[src/rtl/burst_pkg.sv]
package burst_pkg;
  typedef struct packed {
    logic burst;
    logic bto;
    logic ib;
  } busy_t;

  localparam busy_t BUSY_NONE = '{burst: 1'b0, bto: 1'b0, ib: 1'b0};
endpackage

[src/rtl/burst_ms_prescaler.sv]
module burst_ms_prescaler #(
  parameter int CLK_PER_MS = 40000
) (
  input  logic clk,
  input  logic rst_n,
  input  logic restart,
  output logic tick
);
  localparam int PW = (CLK_PER_MS > 1) ? $clog2(CLK_PER_MS) : 1;
  localparam logic [PW-1:0] LAST = PW'(CLK_PER_MS - 1);

  logic [PW-1:0] cnt_q, cnt_d;
  logic          cnt_en;

  assign tick   = (cnt_q == LAST);
  assign cnt_en = 1'b1;

  always_comb begin
    if (restart)   cnt_d = '0;
    else if (tick) cnt_d = '0;
    else           cnt_d = cnt_q + 1'b1;
  end

  always_ff @(posedge clk or negedge rst_n) begin
    if (!rst_n)      cnt_q <= '0;
    else if (cnt_en) cnt_q <= cnt_d;
  end
endmodule

[src/rtl/burst_ms_timer.sv]
module burst_ms_timer #(
  parameter int TMO_W = 16
) (
  input  logic             clk,
  input  logic             rst_n,
  input  logic             restart,
  input  logic             step,
  input  logic [TMO_W-1:0] limit,
  output logic             expire
);
  logic [TMO_W-1:0] cnt_q, cnt_d;
  logic [TMO_W:0]   nxt;
  logic [TMO_W:0]   eff;
  logic             cnt_en;

  assign nxt    = {1'b0, cnt_q} + 1'b1;
  assign eff    = (limit == '0) ? (TMO_W+1)'(1) : {1'b0, limit};
  assign expire = step && (nxt >= eff);
  assign cnt_en = restart || step;

  always_comb begin
    if (restart) cnt_d = '0;
    else         cnt_d = nxt[TMO_W-1:0];
  end

  always_ff @(posedge clk or negedge rst_n) begin
    if (!rst_n)      cnt_q <= '0;
    else if (cnt_en) cnt_q <= cnt_d;
  end
endmodule

[src/rtl/burst_trig_counter.sv]
module burst_trig_counter #(
  parameter int LEN_W = 16
) (
  input  logic             clk,
  input  logic             rst_n,
  input  logic             restart,
  input  logic             step,
  input  logic [LEN_W-1:0] len,
  output logic             done
);
  logic [LEN_W-1:0] cnt_q, cnt_d;
  logic [LEN_W:0]   nxt;
  logic             cnt_en;

  assign nxt    = {1'b0, cnt_q} + 1'b1;
  assign done   = step && (len != '0) && (nxt == {1'b0, len});
  assign cnt_en = restart || step;

  always_comb begin
    if (restart) cnt_d = '0;
    else         cnt_d = nxt[LEN_W-1:0];
  end

  always_ff @(posedge clk or negedge rst_n) begin
    if (!rst_n)      cnt_q <= '0;
    else if (cnt_en) cnt_q <= cnt_d;
  end
endmodule

[src/rtl/burst_gate.sv]
module burst_gate #(
  parameter int CLK_PER_MS = 40000,
  parameter int LEN_W      = 16,
  parameter int TMO_W      = 16
) (
  input  logic               clk,
  input  logic               rst_n,
  input  logic               burst_en,
  input  logic               bto_en,
  input  logic               ibto_en,
  input  logic [LEN_W-1:0]   burst_len,
  input  logic [2*TMO_W-1:0] tmo_cfg,
  input  logic               trig_acc,
  input  logic               clr_burst,
  input  logic               clr_bto,
  input  logic               clr_ib,
  output logic               trig_inhibit,
  output logic               busy_burst,
  output logic               busy_bto,
  output logic               busy_ib
);
  import burst_pkg::*;

  localparam int CFG_W = 2 * TMO_W;

  busy_t busy_q, busy_d;
  logic  en_q;

  logic any_busy, arm, running, start;
  logic done, bto_exp, ib_exp, end_evt, tick;
  logic cnt_restart, ib_restart, pre_restart;
  logic [TMO_W-1:0] bto_lim, ib_lim;

  assign bto_lim = tmo_cfg[TMO_W-1:0];
  assign ib_lim  = tmo_cfg[CFG_W-1:TMO_W];

  assign any_busy = busy_q.burst || busy_q.bto || busy_q.ib;
  assign arm      = burst_en && !en_q;
  assign running  = burst_en && en_q && !any_busy;
  assign end_evt  = done || bto_exp;

  // Start: an inter-burst window closes, or software clears what is left.
  always_comb begin
    start = 1'b0;
    if (burst_en && !arm) begin
      if (busy_q.ib)
        start = clr_ib || ib_exp;
      else if (busy_q.burst || busy_q.bto)
        start = (!busy_q.burst || clr_burst) && (!busy_q.bto || clr_bto);
    end
  end

  assign cnt_restart = !burst_en || arm || start;
  assign ib_restart  = !burst_en || end_evt;
  assign pre_restart = cnt_restart || end_evt;

  burst_ms_prescaler #(.CLK_PER_MS(CLK_PER_MS)) u_pre (
    .clk(clk), .rst_n(rst_n), .restart(pre_restart), .tick(tick)
  );

  burst_trig_counter #(.LEN_W(LEN_W)) u_cnt (
    .clk(clk), .rst_n(rst_n), .restart(cnt_restart),
    .step(running && trig_acc), .len(burst_len), .done(done)
  );

  burst_ms_timer #(.TMO_W(TMO_W)) u_bto (
    .clk(clk), .rst_n(rst_n), .restart(cnt_restart),
    .step(running && bto_en && tick), .limit(bto_lim), .expire(bto_exp)
  );

  burst_ms_timer #(.TMO_W(TMO_W)) u_ibt (
    .clk(clk), .rst_n(rst_n), .restart(ib_restart),
    .step(burst_en && busy_q.ib && ibto_en && tick), .limit(ib_lim),
    .expire(ib_exp)
  );

  always_comb begin
    busy_d = busy_q;
    if (!burst_en) begin
      busy_d = BUSY_NONE;
    end else if (arm) begin
      busy_d = '{burst: 1'b1, bto: 1'b0, ib: 1'b0};
    end else if (start) begin
      busy_d = BUSY_NONE;
    end else if (running && end_evt) begin
      busy_d = '{burst: done, bto: bto_exp, ib: ibto_en};
    end else begin
      busy_d.burst = busy_q.burst && !clr_burst;
      busy_d.bto   = busy_q.bto && !clr_bto;
      busy_d.ib    = busy_q.ib && !clr_ib;
    end
  end

  always_ff @(posedge clk or negedge rst_n) begin
    if (!rst_n) begin
      busy_q <= BUSY_NONE;
      en_q   <= 1'b0;
    end else begin
      busy_q <= busy_d;
      en_q   <= burst_en;
    end
  end

  assign busy_burst   = busy_q.burst;
  assign busy_bto     = busy_q.bto;
  assign busy_ib      = busy_q.ib;
  assign trig_inhibit = any_busy;
endmodule

[config.mk]
export PLATFORM = sky130hd
export DESIGN_NAME = burst_gate
export DESIGN_NICKNAME = d
export VERILOG_FILES = /design/src/rtl/burst_pkg.sv /design/src/rtl/burst_ms_prescaler.sv /design/src/rtl/burst_ms_timer.sv /design/src/rtl/burst_trig_counter.sv /design/src/rtl/burst_gate.sv
export SDC_FILE = /design/constraint.sdc
export NUM_CORES = 1
export LEC_CHECK = 0
export ABC_AREA = 1
export BUFFER_PORTS_ARGS = -buffer_cell sky130_fd_sc_hd__buf_2
export CAP_MARGIN = 15
export CORE_MARGIN = 10
export CORE_UTILIZATION = 54
export DETAILED_ROUTE_END_ITERATION = 16
export HOLD_SLACK_MARGIN = 0.15
export PLACE_DENSITY_LB_ADDON = 0.25
export SETUP_SLACK_MARGIN = 0.05
export SYNTH_ARGS = -nofsm -noshare
export SYNTH_HDL_FRONTEND = slang
export SYNTH_SLANG_ARGS = --single-unit
[constraint.sdc]
create_clock -name clk -period 2.85 [get_ports clk]
set_input_delay 0.4275 -clock clk [delete_from_list [all_inputs] [get_ports clk]]
set_output_delay 0.4275 -clock clk [all_outputs]
set_load 0.1 [all_outputs]
# == Yosys cells after proc, flatten, opt, wreduce, memory -nomap -nowiden ==
# Cells that the tools add are included.
# totals
out_inout_bits,4
elab_cells,74
reg_bits,68
inputBits,57
# classes
n_eq_ne,2
muxes,14
order_cmp,2
n_reduce_logical,44
addsub,4
# ops
op,n
$mux 16,7
$add 16x1->17 const B,3
$ge 17x17->1,2
$logic_not 16->1,2
$logic_and 1x1->1,19
$eq 17x16->1,1
$add 16x1->16 const B,1
$eq 16x16->1 const B,1
$reduce_bool 16->1,1
$logic_or 1x1->1,13
$mux 3,4
$logic_not 1->1,9
$mux 1,3

# == Longest topological paths before layout ==
# Gate-level depths: netlist of run 1.
# depth
word_depth,13
mapped_depth,23
ltp_nobuf,22

# == Cells and area by module ==
# A second synthesis of run 1 with hierarchy kept.
# unflattened
cells_unflattened,821
hier_area_um2,5635.4
# by_module_without_submodules
module,seq_area_each_um2,instances,area_each_um2,cells_per_inst
burst_ms_timer,400.4,2,1500.2,220
burst_trig_counter,400.4,1,1387.6,219
burst_ms_prescaler,400.4,1,932.1,115
burst_gate,100.1,1,315.3,47

# == Worst setup path after synthesis of run 1 ==
# No wires, ideal clock.
# synth_path
kind,register to register
startpoint,register u_ibt.cnt_q[0]
endpoint,register u_pre.cnt_q[11]
required_time_ps,2726
arrival_time_ps,2796
path_buffers,1
synth_period_minus_slack_ps,2920
setup_slack_ps,-70
stages_incl_launch_ff,24
setup_time_ps,124
path_cell_list,dfrtp_1 ha_1 nand4_1 nor3_1 nand3_1 nor2_1 nand3_1 nand2_1 inv_1 ha_1 nand4_1 nor3_1 nand2_1 nand2_1 nand2_1 nand2_1 nand2_1 nand2_1 nand2_1 nand2_1 nand2_1 nand2_4 buf_6 nor3_1
# synth_via
elab_chain_len,9
# synth_rtl
item,line_no,rtl
from (decl),burst_ms_timer.sv:11,"logic [TMO_W-1:0] cnt_q, cnt_d;"
from (signal assigned),burst_ms_timer.sv:28,else if (cnt_en) cnt_q <= cnt_d;
$add 16x1->17,burst_ms_timer.sv:16,"assign nxt = {1'b0, cnt_q} + 1'b1;"
$ge 17x17->1,burst_ms_timer.sv:18,assign expire = step && (nxt >= eff);
$logic_and 1x1->1,burst_ms_timer.sv:18,
$logic_or 1x1->1,burst_gate.sv:47,start = clr_ib || ib_exp;
$mux 1,burst_gate.sv:46,if (busy_q.ib)
$mux 1,burst_gate.sv:45,if (burst_en && !arm) begin
$logic_or 1x1->1,burst_gate.sv:53,assign cnt_restart = !burst_en || arm || start;
$logic_or 1x1->1,burst_gate.sv:55,assign pre_restart = cnt_restart || end_evt;
$mux 16,burst_ms_prescaler.sv:19,if (restart) cnt_d = '0;
net u_pre.cnt_d[11],burst_ms_prescaler.sv:12,"logic [PW-1:0] cnt_q, cnt_d;"
to (signal assigned),burst_ms_prescaler.sv:26,else if (cnt_en) cnt_q <= cnt_d;
to (decl),burst_ms_prescaler.sv:12,
# The timed path passes the listed nets, and every way through them passes these cells.
# A chain may end at the register's enable or synchronous reset.

# == Worst setup path in the final report of run 1 ==
# layout_path
startpoint,register u_ibt.cnt_q[0]
endpoint,register u_bto.cnt_q[7]
# layout_via
elab_chain_len,8
elab_cells_between_ends,9
classes_between,1 x add/sub; 1 x order compare; 3 x mux; 4 x reduce/logical
# layout_rtl
item,line_no
$add 16x1->17 (*),burst_ms_timer.sv:16
$ge 17x17->1 (*),burst_ms_timer.sv:18
$logic_and 1x1->1 (*),burst_ms_timer.sv:18
$logic_or 1x1->1 (*),burst_gate.sv:47
$mux 1 (*),burst_gate.sv:46
$mux 1 (*),burst_gate.sv:45
$logic_or 1x1->1 (*),burst_gate.sv:53
$mux 16 or $logic_or 1x1->1 (tied branches),"burst_ms_timer.sv:22, burst_ms_timer.sv:19"
to (signal assigned),burst_ms_timer.sv:28
to (decl),burst_ms_timer.sv:11
# Mark *: on every way between the ends. The rest lies on a longest branch, timed or not.

==> impl_metrics.json, run 1 <==
{
  "ys.warnings.count": 0,
  "synth.distinct_cells": 39,
  "cpMostUsedCell": "nand2_1",
  "endpoint_kind": "register",
  "htree_num_levels": 3,
  "cpMaxStageDelayCell": "dfrtp_1",
  "drcViolationCount": 0,
  "dieWidth_um": 123,
  "regToRegStartpoint": "u_ibt.cnt_q[0]",
  "rsz0062_at_grt": "yes",
  "avgRoutedWirePerCell_um": 13.6,
  "setup_viol": 53,
  "max_slew.worst_pin.slew_ns": 0.643,
  "cellPowerDensity_mw_per_mm2": 323,
  "synth_seq_area_share_pct": 29.9,
  "mostFrequentLayoutCell": "nand2_1",
  "die_area_mm2": 0.0151,
  "syn_inst": 839,
  "ir_drop_worst_vdd_uv": 265,
  "timing.critical_path.to": "u_bto.cnt_q[7]",
  "worst-endpoint-required_ns": 3.13,
  "postSynthNetCount": 932,
  "drt_wl_total_um": 15000,
  "worst_setup_path_startpoint": "u_ibt.cnt_q[0]",
  "antenna_cells_inserted": 0,
  "slowest_delay_ns": 0.40,
  "crit_family": "simple AND/OR/NAND/NOR gates",
  "worst-path-max-fanout": 7,
  "chipHeight_um": 123,
  "cts_buffers": 9,
  "synth-async-reset-ratio_pct": 100,
  "worst_skew_pair.late_latency_ns": 0.36,
  "achievable-frequency_mhz": 317,
  "dominantRegCellSynth": "dfrtp_1",
  "cts.reportedPaths.clkPinSlew_ns": 0.08,
  "cts_sinks": 68,
  "synthDominantCellAreaShare_pct": 29.9,
  "cts_tree": "yes",
  "io_buffer_count": 60,
  "failed_checks": "negative setup slack",
  "number_of_antenna_violations_at_the_first_check_in_global_routing": 0,
  "timing.max_cap.violations": 0,
  "core_area_mm2": 0.0103,
  "design.final.nets": 1053,
  "root_buffer": "clkbuf_8",
  "final_max_slew_viol_count": 0,
  "final_instance_area_mm2": 0.00726,
  "timing.slew.headroom_pct": 57.1,
  "first_pass_grt_wire_length_um": 25000,
  "synthToLayoutAreaGrowth_pct": 27.4,
  "crit_arrival_ns": 3.43,
  "post_dp_cell_area_mm2": 0.00645,
  "synth_enable_flop_cells": 0,
  "layout_common_cells": "nand2_1 (218), inv_1 (121), nor2_1 (78), dfrtp_1 (68), buf_2 (60)",
  "min_period_over_period_pct": 111,
  "drt_pre_antenna_iters": 7,
  "run_status": "finished with violations",
  "ys_ff_latch": 68,
  "design.portCount": 61,
  "gr-total-overflow": 0,
  "route.vias.total": 5727,
  "post_synth_instance_area_mm2": 0.00570,
  "detail_route.iter0.violations": 404,
  "timing.critical_path.cells": "ha_2 -> nand4_1 -> nor3_2 -> nand3_2 -> buf_4 -> o21ai_1 -> nand2_1 -> inv_1 -> ha_4 -> nand2_1 -> inv_1 -> nand3_1 -> nor3_2 -> a21o_1 -> nor2_1 -> nand2_1 -> nand2_1 -> nand2_1 -> nand2_2 -> nand2_4 -> buf_12 -> clkbuf_16 -> a21oi_1",
  "avgSynthCellArea_um2": 6.79,
  "total_power_w": 0.00235,
  "reg2reg_depth": 23,
  "worst_reg2reg_path_endpoint": "u_bto.cnt_q[7]",
  "synth_area_leaders": "dfrtp_1 (30%), nand2_1 (14%), inv_1 (8.1%)",
  "timing.final.crit_period_ns": 3.15,
  "grt_start_max_net_pins": 43,
  "detail_route.vias_per_cell": 5.20,
  "number_of_buffer_and_inverter_stages_on_the_critical_path": 5,
  "timing.hold.worst.class": "in -> reg",
  "setup.worst_path.class": "reg -> reg",
  "dp_worst_setup_slack_ns": -0.310,
  "layout_cells_sized_above_1_pct": 26.0,
  "count_of_cell_instances_traversed_by_the_critical_path": 23,
  "place_congestion": 0.873,
  "clock_skew_ns": 0.0128,
  "hpwl_um": 10900,
  "setup_tns_ns": -13.93,
  "post_synthesis_cell_type_with_the_largest_combined_area": "dfrtp_1",
  "final_hold_viol_count": 0,
  "first_global_vias": 5474,
  "critical_path.startpoint_type": "register",
  "antenna_left": 0,
  "total_leakage_power_nw": 3.55,
  "initial_utilization_pct": 55.2,
  "overall_track_demand_over_capacity_in_global_routing_pct": 20.0,
  "setup.reg_to_reg.worst_slack_ns": -0.30,
  "final_worst_path_setup_slack_ns": -0.304,
  "clock_tree.buffer_depth": 2,
  "std_cell_rows": 37
}
[cell usage after synthesis, types with 13 or more instances]
master,count
xor2_1,17
nand2_1,220
a21oi_1,47
dfrtp_1,68
inv_1,123
ha_1,36
nor3_1,20
nor2_1,105
nand4_1,26
nor3_2,13
o21ai_0,24
nand3_1,53
[sequential cells by signal, summed over array words and instances (netlist names)]
register     flops
busy_burst       1
u_ibt.cnt_q     16
u_cnt.cnt_q     16
en_q             1
busy_ib          1
u_bto.cnt_q     16
busy_bto         1
u_pre.cnt_q     16
[cell families after synthesis]
logic type                 after synthesis  share of synthesized area (%)
AOI/OAI and AO/OA                       83                           7.97
xor gates and xnor gates                26                           4.00
adders and majority gates               36                           7.91
buffers and inverters                  142                           10.4
DFF                                     68                           29.9
and+or+nand+nor                        484                           39.9
[through the flow]
| stage | utilization, % | cells | hold slack [ns] |
|---|---|---|---|
| final | 70.3 | 1101 | 0.226 |
| after global routing | 70.3 | 1101 | 0.238 |
| after CTS | 68.1 | 1094 | 0.224 |
| after detailed placement | 62.5 | 1064 | 0.435 |
| after global placement | 62.5 | 1064 | 0.451 |
| after floorplan | - | 839 | 0.132 |
[worst min-delay path by stage]
| stage | slack [ns] | start | cells after the start | end |
|---|---|---|---|---|
| finish | 0.23 | burst_en | 1 | en_q |
| CTS | 0.22 | burst_en | 1 | en_q |
| global route | 0.24 | burst_en | 1 | en_q |
| detailed placement | 0.43 | en_q | 1 | busy_burst |
| global placement | 0.45 | en_q | 1 | busy_burst |
| floorplan | 0.13 | rst_n | 0 | busy_bto |
[metal layers]
metal  up-vias  share of wire (%)  track usage, %
li1       2960                  -               -
met1      2622                 44            26.0
met2       131                 50            33.8
met3        14                4.6            2.62
met4         0                1.3            5.82
met5         -                  0               0
[what timing repair did]
action                                 CTS  global route
setup endpoints to repair               67            67
hold buffers                             1             0
gates cloned                             3             1
gates resized for setup                 35            44
endpoints found under the hold margin   26             0
buffers inserted                        11             6
pin swaps                               16            17
[report_power, final]
group | total (W) | switching [W] | internal (W)
combinational | 0.000285 | 0.000169 | 0.000116
clock | 0.00108 | 0.000406 | 0.000677
sequential | 0.000977 | 0.00000723 | 0.000970
total | 0.00235 | 0.000583 | 0.00176
[layout make-up]
class | count | area, µm²
Multi-Input combinational cell | 629 | 3700
Fill cell | 839 | 3070
Sequential cell | 68 | 1700
Timing Repair Buffer | 125 | 942
Inverter | 127 | 477
Tap cell | 136 | 170
Clock inverter | 7 | 146
Clock buffer | 9 | 124
[worst reg2reg max path, stage by stage, from the launching register on]
cell and delay, ns:
dfrtp_1 0.40, ha_2 0.20, nand4_1 0.12, nor3_2 0.21
nand3_2 0.14, buf_4 0.17, o21ai_1 0.12, nand2_1 0.11
inv_1 0.11, ha_4 0.21, nand2_1 0.06, inv_1 0.05
nand3_1 0.10, nor3_2 0.04, a21o_1 0.15, nor2_1 0.09
nand2_1 0.08, nand2_1 0.06, nand2_1 0.06, nand2_2 0.09
nand2_4 0.06, buf_12 0.15, clkbuf_16 0.16, a21oi_1 0.14
Power figures use the tool's default switching activity.
==> inputs of run 2 (changes only) <==
--- a/config.mk
+++ b/config.mk
@@ -11,3 +11,3 @@
 export CORE_MARGIN = 10
-export CORE_UTILIZATION = 54
+export CORE_UTILIZATION = 42
 export DETAILED_ROUTE_END_ITERATION = 16
--- a/constraint.sdc
+++ b/constraint.sdc
@@ -3,2 +3,2 @@
 set_output_delay 0.4275 -clock clk [all_outputs]
-set_load 0.1 [all_outputs]
+set_load 0.05 [all_outputs]
==> run 2 against run 1 <==
Total power fell by 3.4%. The flow still finishes with violations (negative setup slack). Critical endpoint is now u_pre.cnt_q[9]. Sequential share of layout area decreased by 1.5 points. Non-clock buffer count increased by 21. Largest cell class unchanged. Worst setup slack worse by 0.077 ns.
==> impl_metrics.json, run 2 (synthesized netlist as in run 1, its figures left out) <==
{
  "detail_route.iter0.violations": 347,
  "ir_drop_worst_vdd_uv": 200,
  "max_slew.worst_pin.slew_ns": 1.03,
  "endpoint_kind": "register",
  "worst_skew_pair.late_latency_ns": 0.33,
  "run_status": "finished with violations",
  "final_max_slew_viol_count": 0,
  "final_worst_path_setup_slack_ns": -0.381,
  "design.portCount": 61,
  "synthToLayoutAreaGrowth_pct": 36.2,
  "placed_cells": 1113,
  "cts_tree": "yes",
  "worst-path-max-fanout": 6,
  "grt_start_max_net_pins": 46,
  "setup_viol": 58,
  "clock_skew_ns": 0.00458,
  "root_buffer": "clkbuf_16",
  "total_leakage_power_nw": 3.70,
  "layout_cells_sized_above_1_pct": 30.3,
  "timing.hold.worst.class": "in -> async",
  "htree_num_levels": 3,
  "final_hold_viol_count": 0,
  "setup.worst_path.class": "reg -> reg",
  "crit_arrival_ns": 3.44,
  "cts_sinks": 68,
  "cellPowerDensity_mw_per_mm2": 292,
  "achievable-frequency_mhz": 310,
  "avgRoutedWirePerCell_um": 13.6,
  "layout_common_cells": "nand2_1 (211), inv_1 (119), nor2_1 (78), buf_4 (69), dfrtp_1 (68)",
  "drcViolationCount": 0,
  "hpwl_um": 11200,
  "instances_no_fill": 1162,
  "rsz0062_at_grt": "yes",
  "cts.reportedPaths.clkPinSlew_ns": 0.06,
  "min_period_over_period_pct": 113,
  "chipHeight_um": 136,
  "final_instance_area_mm2": 0.00776,
  "timing.final.crit_period_ns": 3.23,
  "first_global_vias": 5415,
  "std_cell_rows": 42,
  "gr-total-overflow": 0,
  "total_power_w": 0.00227,
  "core_area_mm2": 0.0132,
  "antenna_cells_inserted": 0,
  "timing.max_cap.violations": 0,
  "detail_route.vias_per_cell": 4.98,
  "first_pass_grt_wire_length_um": 25100,
  "antenna_left": 0,
  "failed_checks": "negative setup slack",
  "timing.slew.headroom_pct": 31.2,
  "post-route-util_pct": 58.6,
  "final.fill_count": 1223,
  "route.vias.total": 5792,
  "overall_track_demand_over_capacity_in_global_routing_pct": 16.1,
  "die_area_mm2": 0.0186,
  "place_congestion": 0.911,
  "number_of_antenna_violations_at_the_first_check_in_global_routing": 0,
  "initial_utilization_pct": 43.0,
  "post_dp_cell_area_mm2": 0.00657,
  "drt_wl_total_um": 15800,
  "io_buffer_count": 60,
  "design.final.nets": 1075,
  "drt_pre_antenna_iters": 5,
  "mostFrequentLayoutCell": "nand2_1",
  "worst-endpoint-required_ns": 3.06,
  "clock_tree.buffer_depth": 2,
  "cts_buffers": 9,
  "critical_path.startpoint_type": "register",
  "dieWidth_um": 136,
  "multiInputGateArea_mm2": 0.00396,
  "final-seq-area_mm2": 0.00170
}
[run 2: cell types whose count changed in the layout (fill, tap and decap cells not counted), moves of 8 or more]
cell / change
nor2_2: -9
buf_4: +16
clkbuf_16: +12
nor2_4: +9
a21oi_1: -8
clkbuf_8: -9
[run 2: final timing paths]
check                                    start               to  cells after the start  slack (ns)
worst max register to register  u_ibt.cnt_q[1]   u_pre.cnt_q[9]                     23       -0.38
worst max-delay path            u_ibt.cnt_q[1]   u_pre.cnt_q[9]                     23       -0.38
worst min register to register            en_q       busy_burst                      1        0.48
max in group asynchronous                rst_n   u_pre.cnt_q[5]                      2        1.91
min in group clk                      burst_en             en_q                      1        0.29
worst min-delay path                     rst_n  u_cnt.cnt_q[13]                      1        0.27
[run 2: final cells by class]
| cell class | instances | share of cell area [%] |
|---|---|---|
| multi-input cells | 630 | 51.0 |
| flip-flops and latches | 68 | 21.9 |
| repair buffers | 146 | 14.7 |
| inverters | 127 | 6.14 |
| clock buffers | 10 | 2.95 |
| well taps | 176 | 2.84 |
| clock inverters | 5 | 0.387 |
[run 2: report_power, final]
part / switching, W / total [W] / internal (W)
clock: 0.000409 / 0.000988 / 0.000578
sequential: 0.00000731 / 0.000979 / 0.000972
combinational: 0.000174 / 0.000299 / 0.000125
total: 0.000590 / 0.00227 / 0.00168
[run 2: per-stage QoR]
step / hold WS, ns / setup WS [ns] / setup TNS, ns
global route: 0.274 / -0.611 / -32.76
finish: 0.269 / -0.381 / -17.69
floorplan: 0.132 / 0.0525 / 0
CTS: 0.262 / -0.214 / -9.06
detailed placement: 0.460 / -0.246 / -11.05
global placement: 0.461 / -0.165 / -7.46
[run 2: routing by layer]
metal	GRT usage [%]	vias to the layer above	share of wire (%)
li1	-	3011	-
met3	3.36	20	4.2
met2	26.5	92	47
met4	3.20	0	1.6
met5	0	-	0
met1	21.3	2669	47
[run 2: repair_timing]
action | CTS | global route
setup buffers | 21 | 6
pin swaps | 6 | 37
resized for setup | 30 | 97
endpoints found under the setup margin | 67 | 67
cloned | 2 | 6
hold buffers | 0 | 0
[run 2: worst max-delay path, stage by stage (launching register included)]
cell	delay, ns
dfrtp_1	0.37
ha_2	0.18
nand4_1	0.11
nor3_2	0.25
nand3_2	0.20
nor2_4	0.16
nand3_2	0.08
nand2_2	0.10
inv_2	0.05
ha_4	0.26
nand4_1	0.12
nor3_1	0.21
nand2_1	0.07
nand2_1	0.06
nand2_1	0.04
nand2_1	0.05
nand2_1	0.04
nand2_1	0.09
nand2_1	0.07
nand2_2	0.10
nand2_4	0.10
nand2_8	0.18
clkbuf_16	0.17
nor3_2	0.03
